===== src/rtl/eec_pkg.sv =====
package eec_pkg;
  typedef enum logic [1:0] {
    EDGE_RISE = 2'b00,
    EDGE_FALL = 2'b01,
    EDGE_BOTH = 2'b10,
    EDGE_ANY  = 2'b11
  } edge_mode_e;
endpackage


===== src/rtl/eec_sync.sv =====
module eec_sync #(
  parameter int STAGES = 2
) (
  input  logic clk,
  input  logic rst,
  input  logic din,
  output logic dout
);
  logic [STAGES-1:0] sr;

  generate
    if (STAGES == 1) begin : g_one
      always_ff @(posedge clk) begin
        if (rst) sr <= '0;
        else     sr <= din;
      end
    end else begin : g_many
      always_ff @(posedge clk) begin
        if (rst) sr <= '0;
        else     sr <= {sr[STAGES-2:0], din};
      end
    end
  endgenerate

  assign dout = sr[STAGES-1];
endmodule


===== src/rtl/eec_edge_qual.sv =====
module eec_edge_qual
  import eec_pkg::*;
#(
  parameter int HOLD = 2
) (
  input  logic       clk,
  input  logic       rst,
  input  logic       lvl,
  input  logic [1:0] edge_sel,
  output logic       evt
);
  localparam int HW = HOLD + 1;

  logic [HW-1:0] hist;
  logic          rise, fall;

  always_ff @(posedge clk) begin
    if (rst) hist <= '0;
    else     hist <= {hist[HW-2:0], lvl};
  end

  // oldest sample opposite, HOLD newer samples at the new level
  assign rise = ~hist[HW-1] &  (&hist[HOLD-1:0]);
  assign fall =  hist[HW-1] & ~(|hist[HOLD-1:0]);

  always_comb begin
    case (edge_mode_e'(edge_sel))
      EDGE_RISE: evt = rise;
      EDGE_FALL: evt = fall;
      default:   evt = rise | fall;
    endcase
  end
endmodule


===== src/rtl/eec_core.sv =====
module eec_core #(
  parameter int CNT_W = 16
) (
  input  logic             clk,
  input  logic             rst,
  input  logic             en_set,
  input  logic             evt,
  input  logic [CNT_W-1:0] load_val,
  input  logic [CNT_W-1:0] match_val,
  output logic [CNT_W-1:0] count,
  output logic             enabled,
  output logic             hit
);
  logic [CNT_W-1:0] dec;

  assign dec = count - CNT_W'(1);
  assign hit = enabled & evt & (dec == match_val);

  always_ff @(posedge clk) begin
    if (rst) begin
      count   <= '0;
      enabled <= 1'b0;
    end else if (en_set) begin
      count   <= load_val;
      enabled <= 1'b1;
    end else if (hit) begin
      count   <= load_val;
      enabled <= 1'b0;
    end else if (enabled && evt) begin
      count   <= dec;
    end
  end
endmodule


===== src/rtl/edge_event_counter.sv =====
module edge_event_counter #(
  parameter int CNT_W       = 16,
  parameter int SYNC_STAGES = 2,
  parameter int QUAL_HOLD   = 2
) (
  input  logic             clk,
  input  logic             rst,
  input  logic             pin_in,
  input  logic             en_set,
  input  logic [1:0]       edge_sel,
  input  logic [CNT_W-1:0] load_val,
  input  logic [CNT_W-1:0] match_val,
  input  logic             irq_mask,
  input  logic             irq_clr,
  output logic [CNT_W-1:0] count_o,
  output logic             enabled_o,
  output logic             raw_match_o,
  output logic             masked_match_o
);
  logic pin_sync;
  logic evt_w;
  logic hit_w;
  logic raw_nxt;

  eec_sync #(.STAGES(SYNC_STAGES)) u_sync (
    .clk(clk), .rst(rst), .din(pin_in), .dout(pin_sync)
  );

  eec_edge_qual #(.HOLD(QUAL_HOLD)) u_qual (
    .clk(clk), .rst(rst), .lvl(pin_sync), .edge_sel(edge_sel), .evt(evt_w)
  );

  eec_core #(.CNT_W(CNT_W)) u_core (
    .clk(clk), .rst(rst), .en_set(en_set), .evt(evt_w),
    .load_val(load_val), .match_val(match_val),
    .count(count_o), .enabled(enabled_o), .hit(hit_w)
  );

  // set has priority over the write-one clear
  assign raw_nxt = hit_w | (raw_match_o & ~irq_clr);

  always_ff @(posedge clk) begin
    if (rst) begin
      raw_match_o    <= 1'b0;
      masked_match_o <= 1'b0;
    end else begin
      raw_match_o    <= raw_nxt;
      masked_match_o <= raw_nxt & irq_mask;
    end
  end
endmodule


===== config.mk =====
export PLATFORM = sky130hd
export DESIGN_NAME = edge_event_counter
export DESIGN_NICKNAME = d
export VERILOG_FILES = /design/src/rtl/eec_pkg.sv /design/src/rtl/eec_sync.sv /design/src/rtl/eec_edge_qual.sv /design/src/rtl/eec_core.sv /design/src/rtl/edge_event_counter.sv
export SDC_FILE = /design/constraint.sdc
export NUM_CORES = 1
export LEC_CHECK = 0
export CORE_MARGIN = 5
export CORE_UTILIZATION = 51
export DETAILED_ROUTE_END_ITERATION = 16
export GPL_TIMING_DRIVEN = 0
export PLACE_DENSITY = 0.93
export SLEW_MARGIN = 10
export SYNTH_ARGS = -nofsm -noshare
export SYNTH_HDL_FRONTEND = slang
export SYNTH_SLANG_ARGS = --single-unit

===== constraint.sdc =====
create_clock -name clk -period 6.8 [get_ports clk]
set_input_delay 0.68 -clock clk [delete_from_list [all_inputs] [get_ports clk]]
set_output_delay 0.68 -clock clk [all_outputs]
set_load 0.02 [all_outputs]

Word level (Yosys, flattened, before mapping)
Index checks and enable logic that the tools add are counted.
{"block": "word_totals", "reg_bits": 24, "input_bits": 40, "out_inout_bits": 19, "elab_cells": 32}
{"block": "classes", "addsub": 1, "n_eq_ne": 2, "muxes": 6, "bitwise": 11, "reduce_logical": 6}
{"cell": "16-bit two-way mux", "count": 3}
{"cell": "16-bit equality test", "count": 1}
{"cell": "16-bit by 1-bit subtractor with 16-bit output, second input constant", "count": 1}
{"cell": "1-bit AND", "count": 6}
{"cell": "1-bit NOT", "count": 3}
{"cell": "3-bit nonzero test", "count": 1}
{"cell": "2-bit by 1-bit equality test with 1-bit output, second input constant", "count": 1}
{"cell": "2-bit zero test", "count": 1}
{"cell": "1-bit two-way mux", "count": 2}
{"cell": "1-bit OR", "count": 2}
{"cell": "1-bit one-hot mux with 2 select lines", "count": 1}
{"cell": "2-bit AND reduction", "count": 1}
{"cell": "2-bit nonzero test", "count": 1}
{"cell": "2-bit OR reduction", "count": 1}
{"cell": "1-bit logical AND", "count": 1}

Depth between registers and ports, before layout
Gate-level depths: netlist of the first run.
{"block": "logic_depth", "depth_word": 9, "depth_mapped": 11, "mapped_depth_nobuf": 9}

Cells and area by module
Synthesis of the first run repeated with hierarchy kept, for this count alone.
{"block": "hier_totals", "hier_cells": 217, "area_unflattened_um2": 1779.2}
{"module": "eec_core", "instances": 1, "cells_per_inst": 195, "area_per_inst_um2": 1542.7, "seq_area_each_um2": 340.3}
{"module": "eec_edge_qual", "instances": 1, "cells_per_inst": 11, "area_per_inst_um2": 110.1, "seq_area_each_um2": 60.1}
{"module": "edge_event_counter", "instances": 1, "cells_per_inst": 7, "area_per_inst_um2": 73.8, "seq_area_each_um2": 40.0}
{"module": "eec_sync", "instances": 1, "cells_per_inst": 4, "area_per_inst_um2": 52.6, "seq_area_each_um2": 40.0}

Worst setup path after synthesis of the first run
No wires, ideal clock.
{"block": "synth_path", "kind": "reg2reg", "from": "register u_core.count[0]", "to": "register u_core.count[0]", "setup_time_ps": 121, "t_arrival_ps": 2783, "required_ps": 6679, "path_slack_ps": 3895, "path_stages_with_launch": 12, "path_buffers": 2, "synth_period_minus_slack_ps": 2905, "path_cell_list": "dfxtp_1 -> inv_1 -> ha_1 -> nor3b_2 -> a21oi_1 -> or3b_2 -> a2111oi_4 -> nand4_2 -> nor2b_4 -> buf_6 -> buf_12 -> mux2_4"}
{"block": "synth_between", "elab_chain_cells": 5, "elab_cells_between_ends": 7, "classes_between": "1 x add/sub; 1 x eq/ne; 3 x mux; 1 x bitwise; 1 x reduce/logical"}
{"item": "from (decl)", "line": "eec_core.sv:10", "rtl": "output logic [CNT_W-1:0] count,"}
{"item": "from (signal assigned)", "line": "eec_core.sv:24", "rtl": "count <= load_val;"}
{"item": "from (signal assigned)", "line": "eec_core.sv:27", "rtl": "count <= load_val;"}
{"item": "16-bit by 1-bit subtractor with 16-bit output (*)", "line": "eec_core.sv:16", "rtl": "assign dec = count - CNT_W'(1);"}
{"item": "16-bit equality test", "line": "eec_core.sv:17", "rtl": "assign hit = enabled & evt & (dec == match_val);"}
{"item": "1-bit AND", "line": "eec_core.sv:17"}
{"item": "16-bit two-way mux", "line": "eec_core.sv:26", "rtl": "end else if (hit) begin"}
{"item": "16-bit two-way mux", "line": "eec_core.sv:23", "rtl": "end else if (en_set) begin"}
Every way passes the cells marked *; elsewhere a longest branch is shown, timed or not. The select of a mux whose other input is x is not followed.
A chain may end at the register's enable or synchronous reset.

Worst setup path in the final report of the first run
{"block": "layout_path", "from": "register u_core.count[0]", "to": "register u_core.count[15]"}
Same word-level chain as after synthesis.

==> flow_summary.yaml, run 1 <==
cts:
  tritoncts: "done"
  clk_latency_ps: 270
  cts_resized: 0
  clk_pin_slew_worst_paths_ps: 90
  cts_buffer_depth: 2
  numCtsBuffers: 3
  cts.sinks: 24
  post_cts_buffers: 0
  cts_max_level: 1
  root_buffer: "clkbuf_8"
  cts-hold-fix-buffers: 0
drt:
  final_antenna_net_count: 0
  dr_total_vias: 1858
  wl_per_cell_um: 15.47
  drc_errors: 0
  dr.pass1.iters: 4
  first_iter_violations: 113
  totalWireLength_um: 5121
  routed_via_density: 5.613
worst_setup_path:
  cp_slowest_cell: "nor3b_2"
  required_ps: 6970
  path_class: "reg -> reg"
  path_max_fanout: 10
  crit_path_start_kind: "flop"
  worst-endpoint-arrival_ps: 3410
  cp_cell_sequence: "inv_1 > ha_1 > nor3b_2 > a21oi_1 > or3b_2 > a2111oi_4 > nand4_2 > nor2b_4 > buf_6 > buf_12 > mux2_4"
  cpPeakStageDelay_ps: 510
  critPathCaptureType: "flop"
timing:
  setup_viol: 0
  finalClockSkew_ps: 3.122
  min_period_over_period_pct: 47.73
  fin_setup_tns_ps: 0
  tightest_slew_ps: 752.7
  slew_headroom_pct: 49.71
  slew_violations: 0
  min_period_ps: 3246
  rsz0062_at_grt: "no"
  max_freq_mhz: 308.1
  finalHoldViolCount: 0
floorplan:
  num_rows: 22
  die_w_um: 71.53
  placeableCoreArea_um2: 3661
  dieArea_um2: 5116
  ioPinCount: 59
  initial_utilization_pct: 52.73
  die_h_um: 71.53
power_and_ir_drop:
  seqPwrFrac_pct: 35.4
  p_leak_nw: 1.003
  pwr-share-clk_pct: 29.1
  sw_frac_of_total_pct: 30.43
  p_per_area_nw_per_um2: 167.6
  ir_worst_vdd_mv: 0.1357
  p_switching_mw: 0.1343
  combPwrFrac_pct: 35.5
  p_int_mw: 0.3070
yosys:
  netlist_area_um2: 1931
  syn_nets: 263
  synth.ff_latch_count: 24
  yosysSeqAreaShare_pct: 24.89
  synth_ff_type: "dfxtp_1"
  yosysTopAreaCellShare_pct: 24.89
  ys_async_sr_fraction_pct: 0
  yosys.area.top_type: "dfxtp_1"
  yosys_warnings: 0
  avgSynthCellArea_um2: 8.696
  yosys-top-cells-count: "nor2_1, dfxtp_1, nor2b_1, xor2_1, xnor2_1"
  synthDistinctLibCells: 50
  yosys-top-cells-area: "dfxtp_1, xor2_1, nor2b_1"
  synth_edf_count: 0
  yosysMostFrequentCell: "nor2_1"
  syn-instance-count: 222
layout:
  n_fill_cell: 289
  drive_above_1_share_pct: 13.78
  fin_cells: 331
  fin_nets: 325
  multiInputGateArea_um2: 1338
  seqCellArea_um2: 480.5
  diodes: 0
  area_growth_pct: 36.36
global_routing:
  antenna_found_initial: 0
  grt_max_degree: 15
  grt_overflow: 0
  grt_pass1_wl_um: 8224
  grt_pass1_vias: 1859
  track_usage_pct: 19.95
placed_design:
  hpwl_um: 3804
  portBuffers: 57
  gp_congestion: 0.8484
  placed_cells: 327
run:
  max-cap-violations: 0
run_status:
  outcome: "finished, final reports clean"
hold_path:
  min_path_type: "reg -> reg"
## per-stage QoR
stage / power [mW] / hold slack [ps] / area, µm² / setup WS (ps) / utilization [%]
after global routing: 0.4615 / 478.3 / 2633 / 3391 / 71.91
after floorplan: 0.2586 / 413.8 / 1931 / 3895 / -
after CTS: 0.4424 / 454.6 / 2633 / 3572 / 71.91
final: 0.4412 / 449.5 / 2633 / 3554 / 71.91
after detailed placement: 0.3132 / 433.5 / 2561 / 3437 / 69.96
after global placement: 0.3097 / 417.3 / 2561 / 3508 / 69.96
## metal layers
layer / wire length [µm] / global-route usage, % / part of all wire (%) / vias up
li1: - / - / - / 895
met1: 2211 / 24.32 / 43 / 876
met2: 2464 / 34.18 / 48 / 76
met3: 340 / 4.067 / 6.6 / 11
met4: 105 / 7.933 / 2.1 / 0
met5: 0 / 0 / 0 / -
## critical path, delay by kind of cell, from the launching register on
family                   cells  cell delay, ps
flip-flops                   1             420
adder cells (fa/ha/maj)      1             220
multiplexers                 1             300
buffers and inverters        3             370
AO/OA/AOI/OAI                2             450
AND/OR/NAND/NOR              4            1370
## power by group through the flow
| stage | registers (mW) | logic [mW] | clock network [mW] |
|---|---|---|---|
| detailed placement | 0.159 | 0.154 | 0 |
| floorplan | 0.166 | 0.0929 | 0 |
| finish | 0.156 | 0.157 | 0.128 |
| global placement | 0.159 | 0.151 | 0 |
| global route | 0.157 | 0.168 | 0.136 |
| CTS | 0.156 | 0.156 | 0.130 |
## registers in the layout, indices dropped and copies added, names as in the netlist
name,count
masked_match_o,1
raw_match_o,1
u_sync.sr,2
u_core.enabled,1
u_core.count,16
u_qual.hist,3
## final timing paths
check	startpoint	slack (ps)	end	cells after the start
worst max-delay path	u_core.count[0]	3550	u_core.count[15]	11
worst min-delay path	u_sync.sr[1]	450	u_qual.hist[0]	1
worst max register to register	u_core.count[0]	3550	u_core.count[15]	11
worst min register to register	u_sync.sr[1]	450	u_qual.hist[0]	1
## layout make-up
cell class	instances	share of cell area (%)
clock inverters	1	1.141
clock buffers	3	1.568
well taps	48	2.281
flip-flops and latches	24	18.25
inverters	5	0.7129
repair buffers	57	21.67
plain buffers	15	3.565
multi-input cells	178	50.81
## kinds of logic after synthesis
logic type	count (synthesis)	synth area share (%)
compound gates	25	9.852
simple gates	103	32.73
mux	17	11.54
xor+xnor	32	14.52
fa+ha+maj	1	0.6480
buf+inv	20	5.833
flops	24	24.89
## cell usage in the layout, fill, tap and decap left out, drive strengths merged, types with 2 or more instances in the layout
master	count
clkdlybuf4s50	57
nor2	26
dfxtp	24
nor2b	23
xor2	17
xnor2	15
mux2	15
clkbuf	10
nand3	9
nand2	8
buf	8
a21oi	7
o21ai	6
nand4	6
nor4	6
inv	5
nor3	4
nand2b	3
or4	3
and3	3
nor3b	3
and2	2
a211o	2
nand4b	2
mux2i	2
or3b	2
a2111oi	2
Power figures use the tool's default switching activity.
==> run 2: changes to the inputs <==
--- a/config.mk
+++ b/config.mk
@@ -6,10 +6,10 @@
 export NUM_CORES = 1
 export LEC_CHECK = 0
 export CORE_MARGIN = 5
-export CORE_UTILIZATION = 51
+export CORE_UTILIZATION = 47
 export DETAILED_ROUTE_END_ITERATION = 16
 export GPL_TIMING_DRIVEN = 0
-export PLACE_DENSITY = 0.93
+export PLACE_DENSITY = 0.87
 export SLEW_MARGIN = 10
 export SYNTH_ARGS = -nofsm -noshare
 export SYNTH_HDL_FRONTEND = slang
==> constraint.sdc (replaced) <==
create_clock -name clk -period 3 [get_ports clk]
set_input_delay 0.3 -clock clk [delete_from_list [all_inputs] [get_ports clk]]
set_output_delay 0.3 -clock clk [all_outputs]
set_load 0.02 [all_outputs]
==> run 2 against run 1 <==
Power up 130%; sequential share of layout area fell by 0.42 points; sequential cell count is the same; critical endpoint is now u_core.count[4]; largest cell class unchanged; highest routed layer unchanged.
==> flow_summary.yaml, run 2 (synthesized netlist as in run 1, its figures left out) <==
floorplan:
  placeableCoreArea_um2: 4000
  ioPinCount: 59
  initial_utilization_pct: 48.26
  num_rows: 23
  dieArea_um2: 5489
  die_h_um: 74.09
  die_w_um: 74.09
worst_setup_path:
  cp_cell_sequence: "buf_2 > or4_1 > buf_2 > nor4_1 > o22ai_1 > nor4b_2 > nand4_2 > nor2b_4 > buf_6 > buf_12 > mux2_4"
  worst-endpoint-arrival_ps: 3050
  critPathMostFrequentCell: "buf_2"
  reg2reg_slack_ps: 110
  required_ps: 3160
  path_max_fanout: 10
  cp_slowest_cell: "or4_1"
  crit_path_start_kind: "flop"
  path_class: "reg -> reg"
  critPathCaptureType: "flop"
  cpPeakStageDelay_ps: 490
global_routing:
  grt_pass1_wl_um: 7941
  grt_pass1_vias: 1748
  grt_overflow: 0
  antenna_found_initial: 0
  grt_max_degree: 15
  track_usage_pct: 18.45
cts:
  numCtsBuffers: 3
  cts.sinks: 24
  cts_max_level: 1
  cts_buffer_depth: 2
  tritoncts: "done"
  clk_latency_ps: 270
  clk_pin_slew_worst_paths_ps: 80
  root_buffer: "clkbuf_8"
layout:
  seqCellArea_um2: 481.7
  fin_cells: 338
  final_area_um2: 2701
  multiInputGateArea_um2: 1365
  n_fill_cell: 322
  drive_above_1_share_pct: 17.36
  largest_reg_flops: 16
  largest_register: "u_core.count"
  largest_registers: "u_core.count: 16 flops, u_qual.hist: 3 flops, u_sync.sr: 2 flops"
  diodes: 0
  final_common_cell: "clkdlybuf4s50_1"
  fin_nets: 330
  area_growth_pct: 39.92
  layout_common_cells: "clkdlybuf4s50_1, nor2_1, dfxtp_1, nor2b_1, xor2_1"
power_and_ir_drop:
  finalPower_mw: 1.013
  ir_worst_vdd_mv: 0.2700
  p_leak_nw: 1.032
  p_per_area_nw_per_um2: 375.1
timing:
  min_period_over_period_pct: 96.43
  tightest_slew_ps: 655.4
  slew_violations: 0
  layout_setup_ws_ps: 107.1
  max_freq_mhz: 345.7
  slew_headroom_pct: 56.21
  min_period_ps: 2893
  finalClockSkew_ps: 8.384
  finalHoldViolCount: 0
  setup_viol: 0
  holdWs_ps: 444.9
placed_design:
  portBuffers: 57
  placed_cells: 329
  placed_area_um2: 2564
  hpwl_um: 3675
  gp_congestion: 0.8785
  dpl_worst_slack_ps: -173.7
run:
  max-cap-violations: 0
drt:
  wl_per_cell_um: 14.65
  routed_via_density: 5.456
  totalWireLength_um: 4951
  drc_errors: 0
  final_antenna_net_count: 0
  dr.pass1.iters: 4
  first_iter_violations: 151
  dr_total_vias: 1844
hold_path:
  min_path_type: "reg -> reg"
run_status:
  outcome: "finished, final reports clean"
[run 2: cell count changes in the layout (fill, tap and decap cells not counted)]
cell     previous run  this run
buf_4               0         5
dfxtp_1            24        23
dfxtp_2             0         1
ha_1                1         0
ha_2                0         1
nor3_1              3         2
nor3_2              0         1
nor3b_2             1         0
nor3b_4             0         1
nor4b_1             1         0
nor4b_2             0         1
or4_1               3         1
or4_4               0         2
[run 2: final timing paths]
path | cells past startpoint | from | endpoint
max | 11 | u_core.count[5] | u_core.count[4]
min | 1 | u_sync.sr[1] | u_qual.hist[0]
min reg2reg | 1 | u_sync.sr[1] | u_qual.hist[0]
max reg2reg | 11 | u_core.count[5] | u_core.count[4]
[run 2: per-stage QoR]
step                      util, %  setup TNS [ps]
final                       67.53               0
after CTS                   66.34               0
after global routing        67.53          -3.233
after global placement      64.09           -1042
after floorplan                 -               0
after detailed placement    64.09           -1514
[run 2: metal layers]
| metal | vias to the layer above | routed length [µm] | GRT usage (%) |
|---|---|---|---|
| met5 | - | 0 | 0 |
| met3 | 10 | 498 | 4.054 |
| li1 | 900 | - | - |
| met2 | 91 | 2394 | 30.51 |
| met1 | 843 | 1989 | 24.10 |
| met4 | 0 | 68 | 5.433 |
[run 2: cell type report]
type	instances	area share [%]
flip-flops and latches	24	17.83
repair buffers	62	22.51
well taps	50	2.316
multi-input cells	178	50.53
plain buffers	15	3.474
clock inverters	1	1.112
clock buffers	3	1.528
inverters	5	0.6948
[run 2: worst max-delay path: cells and delay by family (launching register included)]
family | cells | cell delay, ps
AOI/OAI and AO/OA | 1 | 140
muxes | 1 | 290
buffers and inverters | 4 | 640
and+or+nand+nor | 5 | 1390
DFF | 1 | 310
[run 2: timing repair]
item | CTS | global route
setup buffers | 1 | 4
hold buffers | 0 | 0
pin swaps | 0 | 2
setup endpoints to repair | 16 | 9
resized for setup | 2 | 5
[run 2: power breakdown]
part / switching, mW / internal, mW
registers: 0.0192 / 0.335
clock network: 0.106 / 0.178
logic: 0.177 / 0.198
total: 0.302 / 0.712
==> run 3: changes to the inputs <==
--- a/config.mk
+++ b/config.mk
@@ -8,7 +8,6 @@
 export CORE_MARGIN = 5
 export CORE_UTILIZATION = 47
 export DETAILED_ROUTE_END_ITERATION = 16
-export GPL_TIMING_DRIVEN = 0
 export PLACE_DENSITY = 0.87
 export SLEW_MARGIN = 10
 export SYNTH_ARGS = -nofsm -noshare
==> run 3 against run 2 <==
Via count down 2.1%; combinational power decreased by 4%; first-iteration DRC count decreased by 20%; power is 0.87% lower; sequential cell count stayed put; critical path depth decreased by 1; sequential power rose by 2%; non-clock buffer count fell by 8; global-route usage hardly changed; cell count down 2.4%; largest cell class unchanged.
==> flow_summary.yaml, run 3 (synthesized netlist as in run 1, its figures left out) <==
timing:
  tightest_slew_ps: 537.8
  fin_setup_tns_ps: 0
  layout_setup_ws_ps: 172.7
  slew_violations: 0
  min_period_ps: 2827
  max_freq_mhz: 353.7
  finalClockSkew_ps: 5.638
  slew_headroom_pct: 63.81
  holdWs_ps: 448.1
  setup_viol: 0
  rsz0062_at_grt: "no"
  finalHoldViolCount: 0
  min_period_over_period_pct: 94.24
floorplan:
  placeableCoreArea_um2: 4000
  initial_utilization_pct: 48.26
  die_h_um: 74.09
  die_w_um: 74.09
  dieArea_um2: 5489
  ioPinCount: 59
  num_rows: 23
worst_setup_path:
  reg2reg_slack_ps: 170
  required_ps: 3160
  worst-endpoint-arrival_ps: 2990
  critPathCaptureType: "flop"
  path_class: "reg -> reg"
  crit_path_start_kind: "flop"
  path_max_fanout: 16
global_routing:
  grt_overflow: 0
  grt_pass1_vias: 1721
  grt_max_degree: 40
  grt_pass1_wl_um: 7907
  track_usage_pct: 18.50
  antenna_found_initial: 0
layout:
  largest_registers: "u_core.count: 16 flops, u_qual.hist: 3 flops, u_sync.sr: 2 flops"
  seqCellArea_um2: 480.5
  largest_reg_flops: 16
  final_common_cell: "clkdlybuf4s50_1"
  multiInputGateArea_um2: 1350
  largest_register: "u_core.count"
  drive_above_1_share_pct: 15.36
  n_fill_cell: 334
  diodes: 0
  final_area_um2: 2659
  layout_common_cells: "clkdlybuf4s50_1, nor2_1, dfxtp_1, nor2b_1, xor2_1"
  fin_nets: 322
  fin_cells: 330
  final_util_pct: 66.47
  area_growth_pct: 37.72
cts:
  numCtsBuffers: 3
  cts.sinks: 24
  clk_latency_ps: 270
  cts-hold-fix-buffers: 0
  tritoncts: "done"
  root_buffer: "clkbuf_8"
  cts_buffer_depth: 2
  clk_pin_slew_worst_paths_ps: 90
  cts_max_level: 1
drt:
  dr_total_vias: 1805
  totalWireLength_um: 4946
  first_iter_violations: 121
  final_antenna_net_count: 0
  wl_per_cell_um: 14.99
  drc_errors: 0
  routed_via_density: 5.470
  dr.pass1.iters: 4
hold_path:
  min_path_type: "reg -> reg"
placed_design:
  placed_area_um2: 2567
  gp_congestion: 0.9130
  hpwl_um: 3760
  placed_cells: 325
  portBuffers: 58
  dpl_worst_slack_ps: 98.76
run_status:
  outcome: "finished, final reports clean"
power_and_ir_drop:
  ir_worst_vdd_mv: 0.2714
  p_per_area_nw_per_um2: 377.8
  finalPower_mw: 1.004
  p_leak_nw: 1.016
run:
  max-cap-violations: 0
-- run 3: cell count changes in the layout (fill, tap and decap cells not counted), sizes merged --
cell and delta:
clkbuf -7, buf -2, clkdlybuf4s50 +1
-- run 3: where the power goes --
| part | total [mW] | internal (mW) | switching (mW) |
|---|---|---|---|
| Clock | 0.286 | 0.178 | 0.108 |
| Combinational | 0.359 | 0.189 | 0.170 |
| Sequential | 0.360 | 0.335 | 0.0250 |
-- run 3: final timing paths --
check	cells after the start	endpoint	start
hold reg to reg	1	u_qual.hist[0]	u_sync.sr[1]
setup / recovery	10	u_core.count[4]	u_core.count[1]
setup reg to reg	10	u_core.count[4]	u_core.count[1]
hold / removal	1	u_qual.hist[0]	u_sync.sr[1]
-- run 3: what timing repair did --
| item | 4_1_cts | 5_1_grt |
|---|---|---|
| resized for setup | 0 | 2 |
| setup buffers | 0 | 1 |
| endpoints found under the hold margin | 0 | 0 |
| endpoints found under the setup margin | 0 | 16 |
-- run 3: area by class of cell --
cell class,count,share of cell area (%)
clock buffers,3,1.553
clock inverters,1,1.129
inverters,5,0.7059
multi-input cells,178,50.78
flip-flops and latches,24,18.07
well taps,50,2.353
repair buffers,69,25.41
-- run 3: worst max-delay path, stage by stage, from the launching register on --
cell and delay, ps:
dfxtp_1 390, inv_1 80, ha_1 210, or3b_1 430
nor3_1 280, mux2i_1 180, nor4b_2 350, nand4_2 170
nor2b_4 170, buf_12 160, mux2_4 290
-- run 3: routing by layer --
metal	GRT usage, %	vias to the layer above	part of all wire, %
met3	4.865	9	8.0
met2	30.41	75	49
met5	0	-	0
met1	23.07	835	41
li1	-	886	-
met4	7.243	0	1.9
